**src/rtl/sgpio_pkg.sv**
```systemverilog
package sgpio_pkg;
    typedef enum logic [1:0] {
        ST_IDLE  = 2'd0,
        ST_SHIFT = 2'd1,
        ST_LOAD  = 2'd2
    } chain_st_e;
endpackage

```
**src/rtl/sgpio_bit_clock.sv**
```systemverilog
module sgpio_bit_clock #(
    parameter int DIVW = 16
) (
    input  logic            clk,
    input  logic            rst_n,
    input  logic            run,
    input  logic [DIVW-1:0] div,
    output logic            sclk_lvl,
    output logic            rise,
    output logic            wrap
);
    typedef struct packed {
        logic [DIVW-1:0] cnt;
        logic            lvl;
    } bclk_t;

    bclk_t q, d;
    logic [DIVW-1:0] eff, lo_len;

    always_comb begin
        // divisor floor of 2 keeps the serial rate at or below half the system clock
        eff    = (div < DIVW'(2)) ? DIVW'(2) : div;
        lo_len = eff - (eff >> 1);
        wrap   = run && (q.cnt >= eff - DIVW'(1));
        rise   = run && (q.cnt == lo_len - DIVW'(1));
        d      = q;
        d.cnt  = !run ? '0 : (wrap ? '0 : q.cnt + DIVW'(1));
        d.lvl  = run && (d.cnt >= lo_len);
    end

    always_ff @(posedge clk or negedge rst_n) begin
        if (!rst_n) q <= '0;
        else        q <= d;
    end

    assign sclk_lvl = q.lvl;
endmodule

```
**src/rtl/sgpio_port_seek.sv**
```systemverilog
module sgpio_port_seek #(
    parameter int NPORT = 32,
    localparam int PW   = $clog2(NPORT)
) (
    input  logic [NPORT-1:0] mask,
    input  logic [PW:0]      from,
    output logic             found,
    output logic [PW-1:0]    port
);
    // lowest enabled port at or above 'from'
    always_comb begin
        found = 1'b0;
        port  = '0;
        for (int i = NPORT - 1; i >= 0; i--) begin
            if (mask[i] && (i >= int'(from))) begin
                found = 1'b1;
                port  = PW'(i);
            end
        end
    end
endmodule

```
**src/rtl/sgpio_chain_ctrl.sv**
```systemverilog
module sgpio_chain_ctrl
    import sgpio_pkg::*;
#(
    parameter int NPORT   = 32,
    parameter int BPP_MAX = 4,
    parameter int DIVW    = 16,
    localparam int PW     = $clog2(NPORT),
    localparam int BW     = $clog2(BPP_MAX),
    localparam int NLINE  = NPORT * BPP_MAX
) (
    input  logic             clk,
    input  logic             rst_n,
    input  logic             enable,
    input  logic [NPORT-1:0] port_en,
    input  logic [BW-1:0]    bits_per_port,
    input  logic [DIVW-1:0]  clk_div,
    input  logic [NLINE-1:0] out_bank,
    output logic [NLINE-1:0] in_bank,
    output logic             sclk,
    output logic             sload,
    output logic             sdout,
    input  logic             sdin
);
    typedef struct packed {
        chain_st_e        st;
        logic [PW-1:0]    port;
        logic [BW-1:0]    bit_i;
        logic [NLINE-1:0] snap;
        logic [NLINE-1:0] shadow;
        logic [NLINE-1:0] inb;
        logic             sdo;
    } ctrl_t;

    ctrl_t q, d;

    logic          bc_lvl, bc_rise, bc_wrap;
    logic          first_ok, next_ok;
    logic [PW-1:0] first_port, next_port;

    sgpio_bit_clock #(.DIVW(DIVW)) u_bclk (
        .clk      (clk),
        .rst_n    (rst_n),
        .run      (q.st != ST_IDLE),
        .div      (clk_div),
        .sclk_lvl (bc_lvl),
        .rise     (bc_rise),
        .wrap     (bc_wrap)
    );

    sgpio_port_seek #(.NPORT(NPORT)) u_seek_first (
        .mask  (port_en),
        .from  ('0),
        .found (first_ok),
        .port  (first_port)
    );

    sgpio_port_seek #(.NPORT(NPORT)) u_seek_next (
        .mask  (port_en),
        .from  ({1'b0, q.port} + (PW+1)'(1)),
        .found (next_ok),
        .port  (next_port)
    );

    always_comb begin
        logic start;
        d     = q;
        start = 1'b0;
        unique case (q.st)
            ST_IDLE: start = enable;
            ST_SHIFT: begin
                if (bc_rise) d.shadow[{q.port, q.bit_i}] = sdin;
                if (bc_wrap) begin
                    if (q.bit_i >= bits_per_port) begin
                        if (next_ok) begin
                            d.port  = next_port;
                            d.bit_i = '0;
                            d.sdo   = q.snap[{next_port, BW'(0)}];
                        end else begin
                            d.st  = ST_LOAD;
                            d.sdo = 1'b0;
                        end
                    end else begin
                        d.bit_i = q.bit_i + BW'(1);
                        d.sdo   = q.snap[{q.port, q.bit_i + BW'(1)}];
                    end
                end
            end
            ST_LOAD: begin
                if (bc_wrap) begin
                    d.inb = q.shadow;
                    start = 1'b1;
                end
            end
            default: d.st = ST_IDLE;
        endcase
        if (start) begin
            d.snap   = out_bank;
            d.shadow = '0;
            d.bit_i  = '0;
            if (first_ok) begin
                d.st   = ST_SHIFT;
                d.port = first_port;
                d.sdo  = out_bank[{first_port, BW'(0)}];
            end else begin
                d.st  = ST_LOAD;
                d.sdo = 1'b0;
            end
        end
        if (!enable) begin
            d.st  = ST_IDLE;
            d.sdo = 1'b0;
        end
    end

    always_ff @(posedge clk or negedge rst_n) begin
        if (!rst_n) q <= '{st: ST_IDLE, default: '0};
        else        q <= d;
    end

    assign sclk    = bc_lvl && (q.st == ST_SHIFT);
    assign sload   = (q.st == ST_LOAD);
    assign sdout   = q.sdo;
    assign in_bank = q.inb;
endmodule

```
**config.mk**
```make
export PLATFORM = sky130hd
export DESIGN_NAME = sgpio_chain_ctrl
export DESIGN_NICKNAME = d
export VERILOG_FILES = /design/src/rtl/sgpio_pkg.sv /design/src/rtl/sgpio_bit_clock.sv /design/src/rtl/sgpio_port_seek.sv /design/src/rtl/sgpio_chain_ctrl.sv
export SDC_FILE = /design/constraint.sdc
export NUM_CORES = 1
export LEC_CHECK = 0
export BUFFER_PORTS_ARGS = -buffer_cell sky130_fd_sc_hd__buf_2
export CAP_MARGIN = 10
export CELL_PAD_IN_SITES_DETAIL_PLACEMENT = 2
export CELL_PAD_IN_SITES_GLOBAL_PLACEMENT = 2
export CORE_AREA = 4 4 179 355
export DETAILED_ROUTE_END_ITERATION = 10
export DIE_AREA = 0 0 183 359
export PLACE_DENSITY = 0.87
export SLEW_MARGIN = 5
export SYNTH_ARGS = -nofsm -noshare
export SYNTH_HDL_FRONTEND = slang
export SYNTH_SLANG_ARGS = --single-unit
```
**constraint.sdc**
```tcl
create_clock -name clk -period 8.4 [get_ports clk]
set_clock_uncertainty 0.15 [all_clocks]
set_input_delay 0.84 -clock clk [delete_from_list [all_inputs] [get_ports clk]]
set_output_delay 0.84 -clock clk [all_outputs]
set_load 0.02 [all_outputs]
```
==> summary.md, run 1 <==
| Metric | Value |
|---|---|
| Worst-path fanout max | 4 |
| Post-synthesis mux area share | 16.8% |
| # nets final | 2826 |
| Xor/xnor share of the synthesized area | 2.46% |
| ANT nets after route | 0 |
| Most frequent CP cell | a21o_1 |
| Vias in the first global route | 22700 |
| Slew headroom | 16.7% |
| Clock power frac | 31.2% |
| Hold Path Class | input port to asynchronous set/reset pin |
| Core area | 60900 um^2 |
| Seq/Total Area, Yosys | 42.6% |
| Htree depth | 2 |
| Comb power frac | 29.5% |
| Max Freq | 142 MHz |
| DP Wirelength | 63.9 mm |
| Least-Margin Pin Slew | 1240 ps |
| Chip height | 359 um |
| CP delay by family, top | compound AO/OA/AOI/OAI gates |
| DP Area | 25400 um^2 |
| Vias per cell | 5.82 |
| Largest family of logic cells by synthesized area | simple AND/OR/NAND/NOR gates |
| # IOs | 313 |
| Post-cts gate resize count | 0 |
| Number of diodes | 0 |
| Critical path startpoint category | input port |
| Simple-gate share of the synthesized area | 18.6% |
| Routed vias | 19700 |
| Tmin final | 7040 ps |
| Endpoint class of the critical path | flop |
| WP depth | 35 |
| Num Clock Sinks | 411 |
| Die Area | 65700 um^2 |
| Gpl congestion | 0.875 |
| Total Neg Setup Slack | 0 ps |
| Fin. max-slew vios | 0 |
| Syn Inst Count | 2468 |
| Ys flop type | dfrtp_1 |
| Most frequent cells in the layout | 582 x nand2_1, 409 x dfrtp_1, 311 x buf_2, 164 x mux2i_1, 139 x nand4_1 |
| Worst-Skew Late Latency | 570 ps |
| Final std cells w/o fill | 3377 |
| Layout cells sized above 1 | 24.4% |
| Arr. time, crit path | 7310 ps |
| Worst-path clk slew | 60 ps |
| Finished Cell Area | 26800 um^2 |
| Iteration-0 DRC Markers | 1000 |
| Initial core utilization | 39.7% |
| Cell row count | 128 |
| Flop2flop setup slack | 2970 ps |
| Ys async rst share | 100% |
| Hold Buf Count CTS | 0 |
| Post-synth EDFFs | 0 |
| CP required | 8670 ps |
| First-pass GRT wire length | 135 mm |
| Placed insts | 3305 |
| DRC errors left | 0 |
| Worst setup path category | input port to flop |
| Final setup violation count | 0 |
| Number of post-CTS setup repair buffers | 0 |
| Status | finished clean |
| Gr usage total | 26.0% |
| Clock tree buffer depth | 3 |
| Routed WL | 87.5 mm |
| Max_cap viols | 0 |
| YS warnings | 0 |
| Most common cell after layout, fill and taps aside | nand2_1 |
| Final hold vios | 0 |
| Synth Area in Adders | 4.10% |
| Sequential share of power | 39.2% |
| VDD IR max | 127 uV |
| Syn nets | 2727 |
| Reg2Reg Depth | 15 |
| Synth cell types | 100 |
| Initial antenna violation count | 1 |
| Worst path slowest cell | nor4_1 |
| WL per Instance | 25.9 um |
| RSZ-0062 raised after global routing | false |
| Critical path buffer and inverter count | 2 |
| Psw | 0.00222 W |
| Internal | 0.00391 W |
| Inserted Clock Buffers | 40 |
| Synthesis-stage register bit count | 411 |
| Detailed Routing Iterations Pass 1 | 5 |
| GR Overflow Total | 0 |
| Synth-to-layout area growth | 10.9% |
| Syn avg cell area | 9.78 um^2 |
| Clock Root Buffer | clkbuf_16 |
| Switch share | 36.2% |
| Crit-path max cell delay | 490 ps |
| Fraction of the mapped netlist area in compound gates | 7.60% |
| Final period utilization | 83.8% |
| Die X | 183 um |
| IO buf count | 312 |
| Largest net degree at the start of global routing | 169 |
| Leak | 13.9 nW |
| Mapped Area | 24100 um^2 |
| PwrDens | 229 nW/um^2 |
| CTS tree | done |
[kinds of logic after synthesis]
| kind of cell | Yosys count |
|---|---|
| and+or+nand+nor | 983 |
| muxes | 339 |
| AOI/OAI and AO/OA | 248 |
| buffers and inverters | 345 |
| DFF | 411 |
| xor gates and xnor gates | 63 |
| adders and majority gates | 79 |
[final cells by class]
cell class	count	area, um^2
Multi-Input combinational cell	1712	12000
Clock buffer	58	1200
Fill cell	6450	34100
Timing Repair Buffer	347	1900
Tap cell	780	976
Inverter	55	206
Clock inverter	14	163
Sequential cell	411	10300
[stage by stage]
stage | setup WS, ps | total power [W] | util (%) | hold WS, ps
after floorplan | 1490 | 0.00353 | - | 290
after global placement | 938 | 0.00409 | 41.7 | 303
after detailed placement | 803 | 0.00423 | 41.7 | 315
after CTS | 1420 | 0.00617 | 44.0 | 156
after global routing | 860 | 0.00643 | 44.0 | 185
final | 1360 | 0.00612 | 44.0 | 145
[path summary, 6_finish.rpt]
check | to | from
worst max-delay path | u_bclk.sclk_lvl$_DFF_PN0_ | clk_div[4]
worst min-delay path | in_bank[54]$_DFFE_PN0P_ | rst_n
worst max register to register | sdout$_DFFE_PN0P_ | q[387]$_DFF_PN0_
worst min register to register | q[287]$_DFFE_PN0P_ | q[287]$_DFFE_PN0P_
max in group asynchronous | in_bank[96]$_DFFE_PN0P_ | rst_n
min in group clk | q[336]$_DFFE_PN0P_ | out_bank[79]
[synth_stat cells, drive strengths merged, types with 20 or more instances]
library cell    n  area [um^2]
nor3           23          120
inv            55          206
dfrtp         411        10300
mux4           39          878
nor2           89          337
ha             76          951
buf           168         1220
xnor2          37          358
clkbuf        122          459
nand2b         20          133
nand4         139          870
a21oi          45          240
xor2           26          235
mux2          136         1530
mux2i         164         1640
o21ai          39          195
nand2         585         2200
nand3          35          180
[metal layers]
metal  up-vias  routed length, um  global-route usage, %
met5         -                  0                      0
met4         0               4390                   11.9
met3       220               3150                   2.97
met2       589              48100                   49.4
met1     10200              31900                   28.2
li1       8660                  -                      -
[power by group through the flow]
stage	clock network (W)	logic, W	registers [W]
global route	0.00204	0.00197	0.00242
CTS	0.00195	0.00182	0.00240
global placement	0	0.00169	0.00239
finish	0.00191	0.00181	0.00240
floorplan	0	0.00119	0.00234
detailed placement	0	0.00179	0.00243
[registers in the layout (all words and copies together) (netlist names)]
| signal | count |
|---|---|
| q | 265 |
| in_bank | 128 |
| u_bclk.q | 16 |
| sdout | 1 |
| u_bclk.sclk_lvl | 1 |
No activity file was read; power rests on OpenSTA's default activity.
==> inputs of run 2 (changes only) <==
--- a/config.mk
+++ b/config.mk
@@ -9,10 +9,10 @@
 export CAP_MARGIN = 10
 export CELL_PAD_IN_SITES_DETAIL_PLACEMENT = 2
 export CELL_PAD_IN_SITES_GLOBAL_PLACEMENT = 2
-export CORE_AREA = 4 4 179 355
+export CORE_AREA = 4 4 194 384
 export DETAILED_ROUTE_END_ITERATION = 10
-export DIE_AREA = 0 0 183 359
-export PLACE_DENSITY = 0.87
+export DIE_AREA = 0 0 198 388
+export PLACE_DENSITY = 0.79
 export SLEW_MARGIN = 5
 export SYNTH_ARGS = -nofsm -noshare
 export SYNTH_HDL_FRONTEND = slang
==> constraint.sdc (replaced) <==
create_clock -name clk -period 6 [get_ports clk]
set_clock_uncertainty 0.15 [all_clocks]
set_input_delay 0.6 -clock clk [delete_from_list [all_inputs] [get_ports clk]]
set_output_delay 0.6 -clock clk [all_outputs]
set_load 0.02 [all_outputs]
==> summary.md, run 2 (synthesis results as in run 1) <==
| Metric | Value |
|---|---|
| Status | finished clean (unchanged) |
| Gr usage total | 23.1% (was 26.0%) |
| DRC errors left | 0 (unchanged) |
| Core area | 71700 um^2 (was 60900 um^2) |
| Worst-Skew Late Latency | 580 ps (was 570 ps) |
| Clock tree buffer depth | 3 (unchanged) |
| Post-layout util | 39.0% (was 44.0%) |
| Cell row count | 139 (was 128) |
| Fin. max-slew vios | 0 (unchanged) |
| Worst hold slack | 71.5 ps (was 145 ps) |
| Hold Path End | q[379]$_DFFE_PN0P_ |
| CTS tree | done (unchanged) |
| Total Neg Setup Slack | 0 ps (unchanged) |
| RSZ-0062 raised after global routing | true (was false) |
| GR Overflow Total | 0 (unchanged) |
| WL per Instance | 25.0 um (was 25.9 um) |
| Most frequent CP cell | a21o_1 (unchanged) |
| Crit-path max cell delay | 320 ps (was 490 ps) |
| Htree depth | 2 (unchanged) |
| ANT nets after route | 0 (unchanged) |
| Initial antenna violation count | 3 (was 1) |
| Arr. time, crit path | 6190 ps (was 7310 ps) |
| Largest net degree at the start of global routing | 172 (was 169) |
| Worst setup path category | input port to flop (unchanged) |
| # nets final | 2918 (was 2826) |
| Detailed Routing Iterations Pass 1 | 5 (unchanged) |
| Routed vias | 19800 (was 19700) |
| Max reg flops | 265 (unchanged) |
| Leak | 14.5 nW (was 13.9 nW) |
| Die X | 198 um (was 183 um) |
| Final hold vios | 0 (unchanged) |
| Worst-path fanout max | 3 (was 4) |
| Most frequent cells in the layout | 578 x nand2_1, 409 x dfrtp_1, 311 x buf_2, 164 x mux2i_1, 139 x nand4_1 (was 582 x nand2_1, 409 x dfrtp_1, 311 x buf_2, 164 x mux2i_1, 139 x nand4_1) |
| Critical path startpoint category | input port (unchanged) |
| Endpoint class of the critical path | flop (unchanged) |
| Worst path slowest cell | a2111o_1 (was nor4_1) |
| Reg2reg end | sdout$_DFFE_PN0P_ (unchanged) |
| PwrDens | 310 nW/um^2 (was 229 nW/um^2) |
| Hold Path Depth | 3 |
| Most common cell after layout, fill and taps aside | nand2_1 (unchanged) |
| Chip height | 388 um (was 359 um) |
| Final period utilization | 98.7% |
| # IOs | 313 (unchanged) |
| Num Clock Sinks | 411 (unchanged) |
| Max Freq | 169 MHz |
| Layout cells sized above 1 | 27.7% (was 24.4%) |
| Hold Path Class | input port to flop (was input port to asynchronous set/reset pin) |
| Max_cap viols | 0 (unchanged) |
| Die Area | 76800 um^2 (was 65700 um^2) |
| HP Start | out_bank[122] |
| Initial core utilization | 33.7% (was 39.7%) |
| Iteration-0 DRC Markers | 862 (was 1000) |
| FF-to-FF Start | q[387]$_DFF_PN0_ (unchanged) |
| Inserted Clock Buffers | 41 (was 40) |
| Least-Margin Pin Slew | 1280 ps (was 1240 ps) |
| Slew headroom | 14.8% (was 16.7%) |
| Flop2flop setup slack | 780 ps (was 2970 ps) |
| Gpl congestion | 0.897 (was 0.875) |
| IO buf count | 312 (unchanged) |
| First-pass GRT wire length | 140 mm (was 135 mm) |
| Worst-path clk slew | 60 ps (about the same) |
| Vias per cell | 5.49 (was 5.82) |
| CP required | 6270 ps (was 8670 ps) |
| Vias in the first global route | 23100 (was 22700) |
| Tmin final | 5920 ps |
| VDD IR max | 246 uV (was 127 uV) |
| Final setup violation count | 0 (unchanged) |
| Clock Root Buffer | clkbuf_16 (unchanged) |
| Reg2Reg Depth | 15 (unchanged) |
| Routed WL | 90.2 mm (was 87.5 mm) |
| Synth-to-layout area growth | 15.9% (was 10.9%) |
| Most flops, register | q (unchanged) |
| DP Wirelength | 66.7 mm (was 63.9 mm) |
[run 2: cell types whose count changed in the layout (fill, tap and decap cells not counted), moves of 3 or more]
cell,before,now
buf_4,30,100
nand2_1,582,578
nand2_2,1,5
buf_12,5,24
ha_1,76,73
[run 2: stage by stage]
| step | total power [W] | area [um^2] | setup WS (ps) | cells |
|---|---|---|---|---|
| after global placement | 0.00591 | 26600 | -582 | 3530 |
| after floorplan | 0.00497 | 24200 | 4.33 | 2468 |
| after detailed placement | 0.00608 | 26600 | -862 | 3530 |
| final | 0.00867 | 28000 | 80.1 | 3605 |
| after CTS | 0.00877 | 27900 | 1.80 | 3603 |
| after global routing | 0.00913 | 28000 | -204 | 3603 |
[run 2: cell type report]
type                    instances  area [um^2]
inverters                      55          206
well taps                     916         1150
repair buffers                438         2820
flip-flops and latches        411        10300
multi-input cells            1712        12200
diodes                          2         5.00
clock inverters                14          129
clock buffers                  57         1190
fillers                      7757        43700
[run 2: how the worst max path moves through the flow]
| stage | to | slack (ps) | start |
|---|---|---|---|
| floorplan | u_bclk.sclk_lvl$_DFF_PN0_ | 4 | clk_div[14] |
| global placement | u_bclk.sclk_lvl$_DFF_PN0_ | -580 | clk_div[4] |
| detailed placement | u_bclk.sclk_lvl$_DFF_PN0_ | -860 | clk_div[4] |
| CTS | u_bclk.sclk_lvl$_DFF_PN0_ | 2 | clk_div[1] |
| global route | u_bclk.sclk_lvl$_DFF_PN0_ | -200 | clk_div[4] |
| finish | u_bclk.sclk_lvl$_DFF_PN0_ | 80 | clk_div[4] |
[run 2: timing repair]
action / CTS / global route
hold endpoints to repair: 88 / 0
pin swaps: 8 / 5
setup buffers: 1 / 0
setup endpoints to repair: 1 / 4
hold buffers: 1 / 0
gates resized for setup: 9 / 7
[run 2: worst max-delay path, delay by kind of cell]
kind / cells / cell delay (ps)
AOI/OAI and AO/OA: 14 / 2450
xor gates and xnor gates: 1 / 140
adders and majority gates: 3 / 690
buffers and inverters: 4 / 520
and+or+nand+nor: 14 / 1750
[run 2: report_power, final]
| group | internal (W) | switching (W) | total [W] |
|---|---|---|---|
| logic | 0.000964 | 0.00169 | 0.00266 |
| clock network | 0.00144 | 0.00119 | 0.00262 |
| registers | 0.00309 | 0.000301 | 0.00339 |
| total | 0.00549 | 0.00318 | 0.00867 |
[run 2: per-layer routing]
layer	vias up	GRT usage [%]	part of all wire (%)
met5	-	0	0
met4	0	9.62	4.4
met3	197	2.75	3.6
met2	517	44.3	56
met1	10200	25.2	36
li1	8846	-	-
